`src/rtl/phc_pkg.sv`:
```
package phc_pkg;
   typedef enum logic {
      RATE_SLOW = 1'b0,
      RATE_FAST = 1'b1
   } rate_e;

   typedef enum logic {
      WIN_IDLE = 1'b0,
      WIN_OPEN = 1'b1
   } win_state_e;
endpackage

```
`src/rtl/phc_sync_edge.sv`:
```
module phc_sync_edge #(
   parameter int STAGES = 2
) (
   input  logic clk,
   input  logic rst_n,
   input  logic din,
   output logic rise
);
   logic [STAGES-1:0] chain;
   logic              last_q;

   if (STAGES < 1) begin : g_bad_stages
      $error("phc_sync_edge: STAGES must be at least 1");
   end

   if (STAGES == 1) begin : g_single
      always_ff @(posedge clk or negedge rst_n) begin
         if (!rst_n) chain <= '0;
         else        chain <= din;
      end
   end else begin : g_multi
      always_ff @(posedge clk or negedge rst_n) begin
         if (!rst_n) chain <= '0;
         else        chain <= {chain[STAGES-2:0], din};
      end
   end

   always_ff @(posedge clk or negedge rst_n) begin
      if (!rst_n) last_q <= 1'b0;
      else        last_q <= chain[STAGES-1];
   end

   assign rise = chain[STAGES-1] & ~last_q;
endmodule

```
`src/rtl/phc_prescaler.sv`:
```
module phc_prescaler
   import phc_pkg::*;
#(
   parameter int DIV_LO = 40,
   parameter int DIV_HI = 80
) (
   input  logic clk,
   input  logic rst_n,
   input  logic rate_sel,
   output logic tick
);
   localparam int PCW = $clog2(DIV_HI);

   logic [PCW-1:0] pc;
   logic [PCW-1:0] limit;

   if (DIV_LO < 2 || DIV_HI <= DIV_LO) begin : g_bad_div
      $error("phc_prescaler: need 2 <= DIV_LO < DIV_HI");
   end

   assign limit = (rate_e'(rate_sel) == RATE_FAST) ? PCW'(DIV_HI - 1) : PCW'(DIV_LO - 1);
   assign tick  = (pc >= limit);

   always_ff @(posedge clk or negedge rst_n) begin
      if (!rst_n)    pc <= '0;
      else if (tick) pc <= '0;
      else           pc <= pc + 1'b1;
   end


   pc_bound_chk: assert property (@(posedge clk) disable iff (!rst_n)
      pc <= PCW'(DIV_HI - 1));


   tick_restart_chk: assert property (@(posedge clk) disable iff (!rst_n)
      tick |=> (pc == '0));
endmodule

```
`src/rtl/phc_window.sv`:
```
module phc_window
   import phc_pkg::*;
#(
   parameter int CW = 16
) (
   input  logic          clk,
   input  logic          rst_n,
   input  logic          tick,
   input  logic          ref_rise,
   output logic          done,
   output logic [CW-1:0] result
);
   localparam logic [CW-1:0] FULL = '1;

   win_state_e    state;
   logic [CW-1:0] cnt;

   function automatic logic [CW-1:0] sat_inc(input logic [CW-1:0] v);
      return (v == FULL) ? v : v + 1'b1;
   endfunction

   assign done   = (state == WIN_OPEN) && ref_rise;
   assign result = sat_inc(cnt);

   always_ff @(posedge clk or negedge rst_n) begin
      if (!rst_n) begin
         state <= WIN_IDLE;
         cnt   <= '0;
      end else if (state == WIN_IDLE) begin
         if (tick) begin
            state <= WIN_OPEN;
            cnt   <= '0;
         end
      end else if (ref_rise) begin
         state <= WIN_IDLE;
         cnt   <= '0;
      end else begin
         cnt <= sat_inc(cnt);
      end
   end


   open_hold_chk: assert property (@(posedge clk) disable iff (!rst_n)
      (state == WIN_OPEN && !ref_rise) |=> (state == WIN_OPEN));


   sat_hold_chk: assert property (@(posedge clk) disable iff (!rst_n)
      (state == WIN_OPEN && !ref_rise && cnt == FULL) |=> (cnt == FULL));
endmodule

```
`src/rtl/phc_batch.sv`:
```
module phc_batch #(
   parameter int CW     = 16,
   parameter int MSEL_W = 2
) (
   input  logic              clk,
   input  logic              rst_n,
   input  logic              done,
   input  logic [CW-1:0]     result,
   input  logic [MSEL_W-1:0] meas_sel,
   output logic              load,
   output logic [CW-1:0]     load_val
);
   localparam int NSEL  = 1 << MSEL_W;
   localparam int MAX_M = 1 << (NSEL - 1);
   localparam int MCW   = $clog2(MAX_M) + 1;

   logic [CW-1:0]  acc;
   logic [MCW-1:0] mcount;
   logic [MCW-1:0] mc_next;
   logic [MCW-1:0] m_target;
   logic           last_one;

   function automatic logic [CW-1:0] sat_add(input logic [CW-1:0] a, input logic [CW-1:0] b);
      logic [CW:0] s;
      s = {1'b0, a} + {1'b0, b};
      return s[CW] ? {CW{1'b1}} : s[CW-1:0];
   endfunction

   assign mc_next  = mcount + 1'b1;
   assign m_target = MCW'(1) << meas_sel;
   assign last_one = (mc_next >= m_target);
   assign load_val = sat_add(acc, result);
   assign load     = done && last_one;

   always_ff @(posedge clk or negedge rst_n) begin
      if (!rst_n) begin
         acc    <= '0;
         mcount <= '0;
      end else if (done) begin
         if (last_one) begin
            acc    <= '0;
            mcount <= '0;
         end else begin
            acc    <= load_val;
            mcount <= mc_next;
         end
      end
   end


   mcount_bound_chk: assert property (@(posedge clk) disable iff (!rst_n)
      mcount < MCW'(MAX_M));


   restart_after_load_chk: assert property (@(posedge clk) disable iff (!rst_n)
      load |=> (mcount == '0 && acc == '0));
endmodule

```
`src/rtl/phc_shifter.sv`:
```
module phc_shifter #(
   parameter int CW = 16
) (
   input  logic          clk,
   input  logic          rst_n,
   input  logic          load,
   input  logic [CW-1:0] load_val,
   input  logic          sclk_rise,
   output logic          irq,
   output logic          sdo
);
   localparam int BW = $clog2(CW + 1);
   localparam logic [BW-1:0] LASTB = BW'(CW - 1);

   logic [CW-1:0] shreg;
   logic [BW-1:0] nbits;

   always_ff @(posedge clk or negedge rst_n) begin
      if (!rst_n) begin
         shreg <= '0;
         nbits <= '0;
         irq   <= 1'b0;
      end else if (irq) begin
         if (sclk_rise) begin
            shreg <= {shreg[CW-2:0], 1'b0};
            nbits <= nbits + 1'b1;
            if (nbits == LASTB) irq <= 1'b0;
         end
      end else if (load) begin
         shreg <= load_val;
         nbits <= '0;
         irq   <= 1'b1;
      end
   end

   assign sdo = shreg[CW-1];


   irq_fall_chk: assert property (@(posedge clk) disable iff (!rst_n)
      $fell(irq) |-> ($past(nbits) == LASTB && $past(sclk_rise)));


   irq_rise_chk: assert property (@(posedge clk) disable iff (!rst_n)
      $rose(irq) |-> (nbits == '0 && $past(load)));


   busy_hold_chk: assert property (@(posedge clk) disable iff (!rst_n)
      (irq && load && !sclk_rise) |=> ($stable(shreg) && irq));


   idle_clk_chk: assert property (@(posedge clk) disable iff (!rst_n)
      (!irq && !load) |=> ($stable(shreg) && !irq));
endmodule

```
`src/rtl/phase_serial_counter.sv`:
```
module phase_serial_counter #(
   parameter int CW          = 16,
   parameter int DIV_LO      = 40,
   parameter int DIV_HI      = 80,
   parameter int MSEL_W      = 2,
   parameter int SYNC_STAGES = 2
) (
   input  logic              clk,
   input  logic              rst_n,
   input  logic              ref_in,
   input  logic              rate_sel,
   input  logic [MSEL_W-1:0] meas_sel,
   input  logic              sclk,
   output logic              irq,
   output logic              sdo
);
   if (CW != 16 && CW != 20 && CW != 24) begin : g_bad_cw
      $error("phase_serial_counter: CW must be 16, 20 or 24");
   end
   if (MSEL_W < 1 || MSEL_W > 3) begin : g_bad_msel
      $error("phase_serial_counter: MSEL_W must be 1 to 3");
   end

   logic          tick;
   logic          ref_rise;
   logic          sclk_rise;
   logic          done;
   logic [CW-1:0] result;
   logic          load;
   logic [CW-1:0] load_val;

   phc_sync_edge #(.STAGES(SYNC_STAGES)) u_ref_sync (
      .clk(clk), .rst_n(rst_n), .din(ref_in), .rise(ref_rise));

   phc_sync_edge #(.STAGES(SYNC_STAGES)) u_sclk_sync (
      .clk(clk), .rst_n(rst_n), .din(sclk), .rise(sclk_rise));

   phc_prescaler #(.DIV_LO(DIV_LO), .DIV_HI(DIV_HI)) u_presc (
      .clk(clk), .rst_n(rst_n), .rate_sel(rate_sel), .tick(tick));

   phc_window #(.CW(CW)) u_win (
      .clk(clk), .rst_n(rst_n), .tick(tick), .ref_rise(ref_rise),
      .done(done), .result(result));

   phc_batch #(.CW(CW), .MSEL_W(MSEL_W)) u_batch (
      .clk(clk), .rst_n(rst_n), .done(done), .result(result),
      .meas_sel(meas_sel), .load(load), .load_val(load_val));

   phc_shifter #(.CW(CW)) u_shift (
      .clk(clk), .rst_n(rst_n), .load(load), .load_val(load_val),
      .sclk_rise(sclk_rise), .irq(irq), .sdo(sdo));


   reset_quiet_chk: assert property (@(posedge clk) disable iff (!rst_n)
      $rose(rst_n) |-> (!irq && !sdo));
endmodule

```
`config.mk`:
```
export PLATFORM = sky130hd
export DESIGN_NAME = phase_serial_counter
export DESIGN_NICKNAME = d
export VERILOG_FILES = /design/src/rtl/phc_pkg.sv /design/src/rtl/phc_sync_edge.sv /design/src/rtl/phc_prescaler.sv /design/src/rtl/phc_window.sv /design/src/rtl/phc_batch.sv /design/src/rtl/phc_shifter.sv /design/src/rtl/phase_serial_counter.sv
export SDC_FILE = /design/constraint.sdc
export NUM_CORES = 1
export LEC_CHECK = 0
export BUFFER_PORTS_ARGS = -buffer_cell sky130_fd_sc_hd__buf_2
export CORE_MARGIN = 10
export CORE_UTILIZATION = 55
export CTS_CLUSTER_DIAMETER = 120
export CTS_CLUSTER_SIZE = 12
export DETAILED_ROUTE_END_ITERATION = 7
export GPL_ROUTABILITY_DRIVEN = 0
export HOLD_SLACK_MARGIN = 0.03
export PLACE_DENSITY = 0.72
export SLEW_MARGIN = 40
export SYNTH_ARGS = -nofsm -noshare
export SYNTH_HDL_FRONTEND = slang
export SYNTH_SLANG_ARGS = --single-unit
```
`constraint.sdc`:
```
create_clock -name clk -period 5.25 [get_ports clk]
set_input_delay 0.525 -clock clk [delete_from_list [all_inputs] [get_ports clk]]
set_output_delay 0.525 -clock clk [all_outputs]
set_load 0.02 [all_outputs]
```
==> After elaboration in Yosys (flattened, before gate mapping) <==
Cells that the tools add are included.
{ "op_classes": {"n_addsub": 5, "mul": 0, "div_mod_pow": 0, "magnitude_cmp": 2, "eq_ne": 3, "shift": 1, "mux": 22, "bitwise": 4, "n_reduce_logical": 5} }
{ "ops": {"columns": ["op", "n"], "rows": [
  ["$mux W16", 9],
  ["$add A16 B16 Y17", 1],
  ["$add A16 B1 Y16 const B", 1],
  ["$eq A16 B16 Y1 const B", 1],
  ["$mux W5", 3],
  ["$mux W7", 2],
  ["$add A7 B1 Y7 const B", 1],
  ["$ge A7 B7 Y1", 1],
  ["$mux W1", 7],
  ["$add A5 B1 Y5 const B", 1],
  ["$eq A5 B4 Y1 const B", 1],
  ["$add A4 B1 Y4 const B", 1],
  ["$ge A4 B4 Y1", 1],
  ["$mux W4", 1],
  ["$reduce_bool A2 Y1", 2],
  ["$shl A1 B2 Y4 const A", 1],
  ["$and A1 B1 Y1", 2],
  ["$logic_and A1 B1 Y1", 2],
  ["$ne A2 B2 Y1 const B", 1],
  ["$not A1 Y1", 2],
  ["$reduce_and A2 Y1", 1]
]} }
{ "totals": {"reg_bits": 72, "latchBits": 0, "ramBits": 0, "mem_bits_ro": 0, "in_bits": 7, "out_inout_bits": 2, "elab_cells": 54, "n_memories": 0} }

==> Longest topological paths before layout <==
{ "logic_depth": {"depth_word": 6, "mapped_depth": 16, "mapped_depth_nobuf": 13} }

==> Hierarchy <==
From an unflattened synthesis, not the netlist that was laid out.
{ "hier_totals": {"cells_unflattened": 521, "area_unflattened_um2": 4780.8} }
{ "modules_own_cells": {"columns": ["mod", "n_inst", "cells_per_inst", "area_each_um2", "seq_area_each_um2"], "rows": [
  ["phc_batch", 1, 215, 1840.5, 500.5],
  ["phc_window", 1, 147, 1239.9, 425.4],
  ["phc_shifter", 1, 104, 1083.5, 550.5],
  ["phc_prescaler", 1, 47, 439.2, 175.2],
  ["phc_sync_edge", 2, 4, 88.8, 75.1]
]} }

==> Least setup slack after synthesis <==
OpenSTA, ideal clock, no wires.
{ "synth_timing": {"path_type": "register to register", "from": "reg u_win.cnt[10]", "to": "reg u_batch.acc[15]", "setup_ns": 0.147, "t_arrival_ns": 3.099, "required_time_ns": 5.103, "setup_slack_ns": 2.005, "path_stages_with_launch": 15, "n_path_buf": 2, "synth_period_minus_slack_ns": 3.245, "cell_sequence": "dfrtp_1 > buf_2 > nand4_1 > or2_2 > o21ai_1 > nor2_1 > xor2_1 > ha_1 > clkbuf_1 > a21oi_2 > o211ai_1 > a21oi_1 > or3b_1 > o311ai_0 > a211oi_1"} }
{ "synth_between": {"elab_chain_cells": 5, "word_cells_on_any_way": 6, "cone_classes": "add/sub (2); eq/ne (1); mux (3)"} }
{ "synth_lines": {"columns": ["item", "line_no", "source"], "rows": [
  ["start, declared", "phc_window.sv:16", "logic [CW-1:0] cnt;"],
  ["start signal, assigned", "phc_window.sv:38", "cnt <= sat_inc(cnt);"],
  ["$add A16 B1 Y16 / $eq A16 B16 Y1 (equally long branches)", "phc_window.sv:19", "return (v == FULL) ? v : v + 1'b1;"],
  ["$mux W16 *", "phc_window.sv:19", null],
  ["$add A16 B16 Y17 *", "phc_batch.sv:25", "s = {1'b0, a} + {1'b0, b};"],
  ["$mux W16 *", "phc_batch.sv:26", "return s[CW] ? {CW{1'b1}} : s[CW-1:0];"],
  ["$mux W16 *", "phc_batch.sv:40", "if (last_one) begin"],
  ["end signal, assigned", "phc_batch.sv:44", "acc <= load_val;"],
  ["end, declared", "phc_batch.sv:17", "logic [CW-1:0] acc;"]
]} }
Mark *: on every way between the ends. The rest lies on a longest branch, timed or not.
A chain may end at the register's enable or synchronous reset.

==> Worst setup path in the final report <==
Same ends and word-level chain as after synthesis.

==> summary.md <==
| Metric | Value |
|---|---|
| Buf/Inv on CP | `0` |
| WL per Instance | `15.84 um` |
| Mapped Avg Cell Area | `8.731 um^2` |
| H-tree Lvls | `3` |
| Ant diodes | `0` |
| Place WS | `1.466 ns` |
| Initial antenna violation count | `0` |
| CP max stage delay | `0.49 ns` |
| Largest net degree at the start of global routing | `73` |
| Type of origin of the critical path | `register` |
| DR iter-0 viols | `227` |
| # resized after CTS | `0` |
| R2r setup slk | `1.43 ns` |
| FF/Latch Area | `between 0.0015 and 0.002 mm^2` |
| DRC Markers | `0` |
| Synth area leaders | `dfrtp_1, ha_1, o21ai_0, nor2_1, a21oi_1` |
| Clock Latency Late Sink | `0.34 ns` |
| Reg-to-Reg Start | `u_win.cnt[10]` |
| Worst Slack Setup Final | `approximately 1.4 ns` |
| Placement Rows | `32` |
| Final hold violation count | `0` |
| Unrepaired setup endpoints after global routing | `no` |
| Logic depth of the worst path, buffers included | `12` |
| Core area | `0.007807 mm^2` |
| Multi-input combinational cell area | `0.002482 mm^2` |
| Worst-path cell chain | `nand4_1, or2_2, o21ai_1, nor2_1, xor2_1, ha_1, a21oi_2, o211ai_1, a21oi_1, or3b_1, o311ai_0, a211oi_1` |
| Vias/cell | `between 5 and 6` |
| CP arrival | `4.01 ns` |
| Most frequent cells in the layout | `dfrtp_1, nor2_1, o21ai_0` |
| Total CTS buffers | `9` |
| Post-synthesis sequential area ratio | `0.4054` |
| Status | `finished clean` |
| Power density over cell area | `between 500 and 600 mW/mm^2` |
| CTS Sinks | `72` |
| Layout area overhead | `7.601%` |
| R2r worst-path depth | `12` |
| Worst path slowest cell | `dfrtp_1` |
| Post-route ant nets | `0` |
| Die ar. | `roughly 0.012 mm^2` |
| Maximum vdd drop | `around 0.26 mV` |
| Pre-Repair DR Iteration Count | `5` |
| Syn Inst Count | `509` |
| Layout cells sized above 1 | `0.07602` |
| Fmax | `261.8 MHz` |
| R2R Path End | `u_batch.acc[15]` |
| Cell Area, Synth | `about 0.0044 mm^2` |
| Root Buffer | `clkbuf_8` |
| Commonest non-fill, non-tap cell in the layout | `dfrtp_1` |
| Final global-route overflow total | `0` |
| Die width | `109.9 um` |
| Detail Placement HPWL | `about 7.1 mm` |
| Yosys warning count | `0` |
| Die height | `109.9 um` |
| Hold_buf cts | `0` |
| Vias in the first global route | `3521` |
| Measured slew at the worst slew-check pin | `0.8187 ns` |
| Synth area leader | `dfrtp_1` |
| CP Class | `register to register` |
| Port Buf Inserts | `8` |
| Leak | `0.002109 uW` |
| CTS tree | `yes` |
| Post-synth ARST share | `1.000` |
| Maxcap violations | `0` |
| Setup bufs post-CTS | `0` |
| Synth unique cells | `60` |
| First-pass GRT wire length | `16.91 mm` |
| Worst Setup End Kind | `register` |
| IO Pins | `9` |
| Setup TNS | `0 ns` |
| Total Nets Final | `544` |
| Worst path top cell family by delay | `compound AO/OA/AOI/OAI gates` |
| WL final | `9.741 mm` |
| Synth top area share | `0.4054` |
| Via Count | `3621` |
| Fin. max-slew vios | `0` |
| Total track usage | `0.1734` |
| Clock transition at path regs | `approximately 0.08 ns` |
| Design area | `0.004782 mm^2` |
| CTS Buffer Depth | `2` |
| Synthesized Nets | `545` |
| Final Skew | `~0.0074 ns` |
| Ys flop type | `dfrtp_1` |
| Min Tclk post-route | `3.820 ns` |
| Worst min-delay path category | `input port to asynchronous set/reset pin` |
| DP Area | `0.004537 mm^2` |
| Synthesis-stage register bit count | `72` |
| Tcrit/Tclk final | `0.7276` |
| Initial core utilization | `0.5692` |
| Worst Path Required | `approximately 5.4 ns` |
| Final setup vio count | `0` |
| Max-slew headroom | `0.4542` |
| Post-synth EDFFs | `0` |
| Layout filler cell count | `699` |
| Final core occ | `0.6125` |
| CP max FO | `9` |
## per-layer routing
layer | track usage | vias up | part of all wire
li1 | - | 1805 | -
met1 | 0.2384 | 1730 | 0.48
met3 | 0.02633 | 7 | 0.045
met2 | 0.2731 | 79 | 0.47
met5 | 0 | - | 0
met4 | 0.05669 | 0 | 0.0086
## worst register-to-register path: cells and delay by family, from the launching register on
kind	cells	cell delay [ns]
adder cells (fa/ha/maj)	1	0.41
flip-flops	1	0.49
AND/OR/NAND/NOR	4	1.02
XOR/XNOR	1	0.19
AO/OA/AOI/OAI	6	1.56
## sequential cells by signal, indices dropped and copies added (netlist names)
signal and cells:
u_batch.acc 16, u_batch.mcount 4, u_presc.pc 7, u_ref_sync.chain 2, u_ref_sync.last_q 1, u_sclk_sync.chain 2
u_sclk_sync.last_q 1, u_shift.irq 1, u_shift.nbits 5, u_shift.shreg 16, u_win.cnt 16, u_win.state 1
## through the flow
stage	power, uW	hold slack [ns]	instances
finish	2564	0.1975	615
global route	2781	0.2355	615
CTS	2565	0.2140	615
detailed placement	2022	0.3347	599
global placement	1985	0.3335	599
floorplan	1746	0.2294	509
## Yosys cell counts, drive strengths merged (2+ instances only)
library cell  count
a221oi            2
ha               28
nand2b            8
and4              2
a21oi            41
nand2            48
a21boi            2
buf               7
o31ai             3
clkbuf           15
nand3b            2
o211ai            3
a31oi            10
nand4             7
xnor2            16
and2              3
nand3            17
xor2             18
o21ai            60
and3              4
o21a              3
inv              17
a21o              3
a311oi            2
dfrtp            72
nor3             11
nor4              2
a211oi            7
nor2             63
a22o              3
or3              12
or2               5
## how the worst max path moves through the flow
stage | start | endpoint | slack, ns
after global routing | u_win.cnt[2] | u_shift.shreg[10] | 1.10
after global placement | u_win.cnt[10] | u_batch.acc[15] | 1.50
after detailed placement | u_win.cnt[10] | u_batch.acc[15] | 1.47
after floorplan | u_win.cnt[10] | u_batch.acc[15] | 2.00
final | u_win.cnt[10] | u_batch.acc[15] | 1.43
after CTS | u_win.cnt[10] | u_batch.acc[15] | 1.44
## cell type report
cell class	count	share of cell area
Clock inverter	5	0.02172
Clock buffer	11	0.02957
Multi-Input combinational cell	398	0.5191
Tap cell	102	0.02669
Sequential cell	72	0.3768
Inverter	17	0.01334
Timing Repair Buffer	10	0.01282
## report_power, final
| group | leakage [uW] | switching, uW | internal, uW | total, uW |
|---|---|---|---|---|
| registers | 0.000896 | 163 | 750 | 913 |
| logic | 0.00109 | 700 | 418 | 1120 |
| clock network | 0.000124 | 205 | 329 | 533 |
| total | 0.00211 | 1070 | 1500 | 2560 |
## kinds of logic after synthesis
kind of cell | Yosys count | share of synthesized area
AND/OR/NAND/NOR | 187 | 0.2055
AO/OA/AOI/OAI | 147 | 0.1999
flip-flops | 72 | 0.4054
buffers and inverters | 39 | 0.03660
XOR/XNOR | 34 | 0.06700
adder cells (fa/ha/maj) | 29 | 0.08333
multiplexers | 1 | 0.002252
Power figures use the tool's default switching activity.
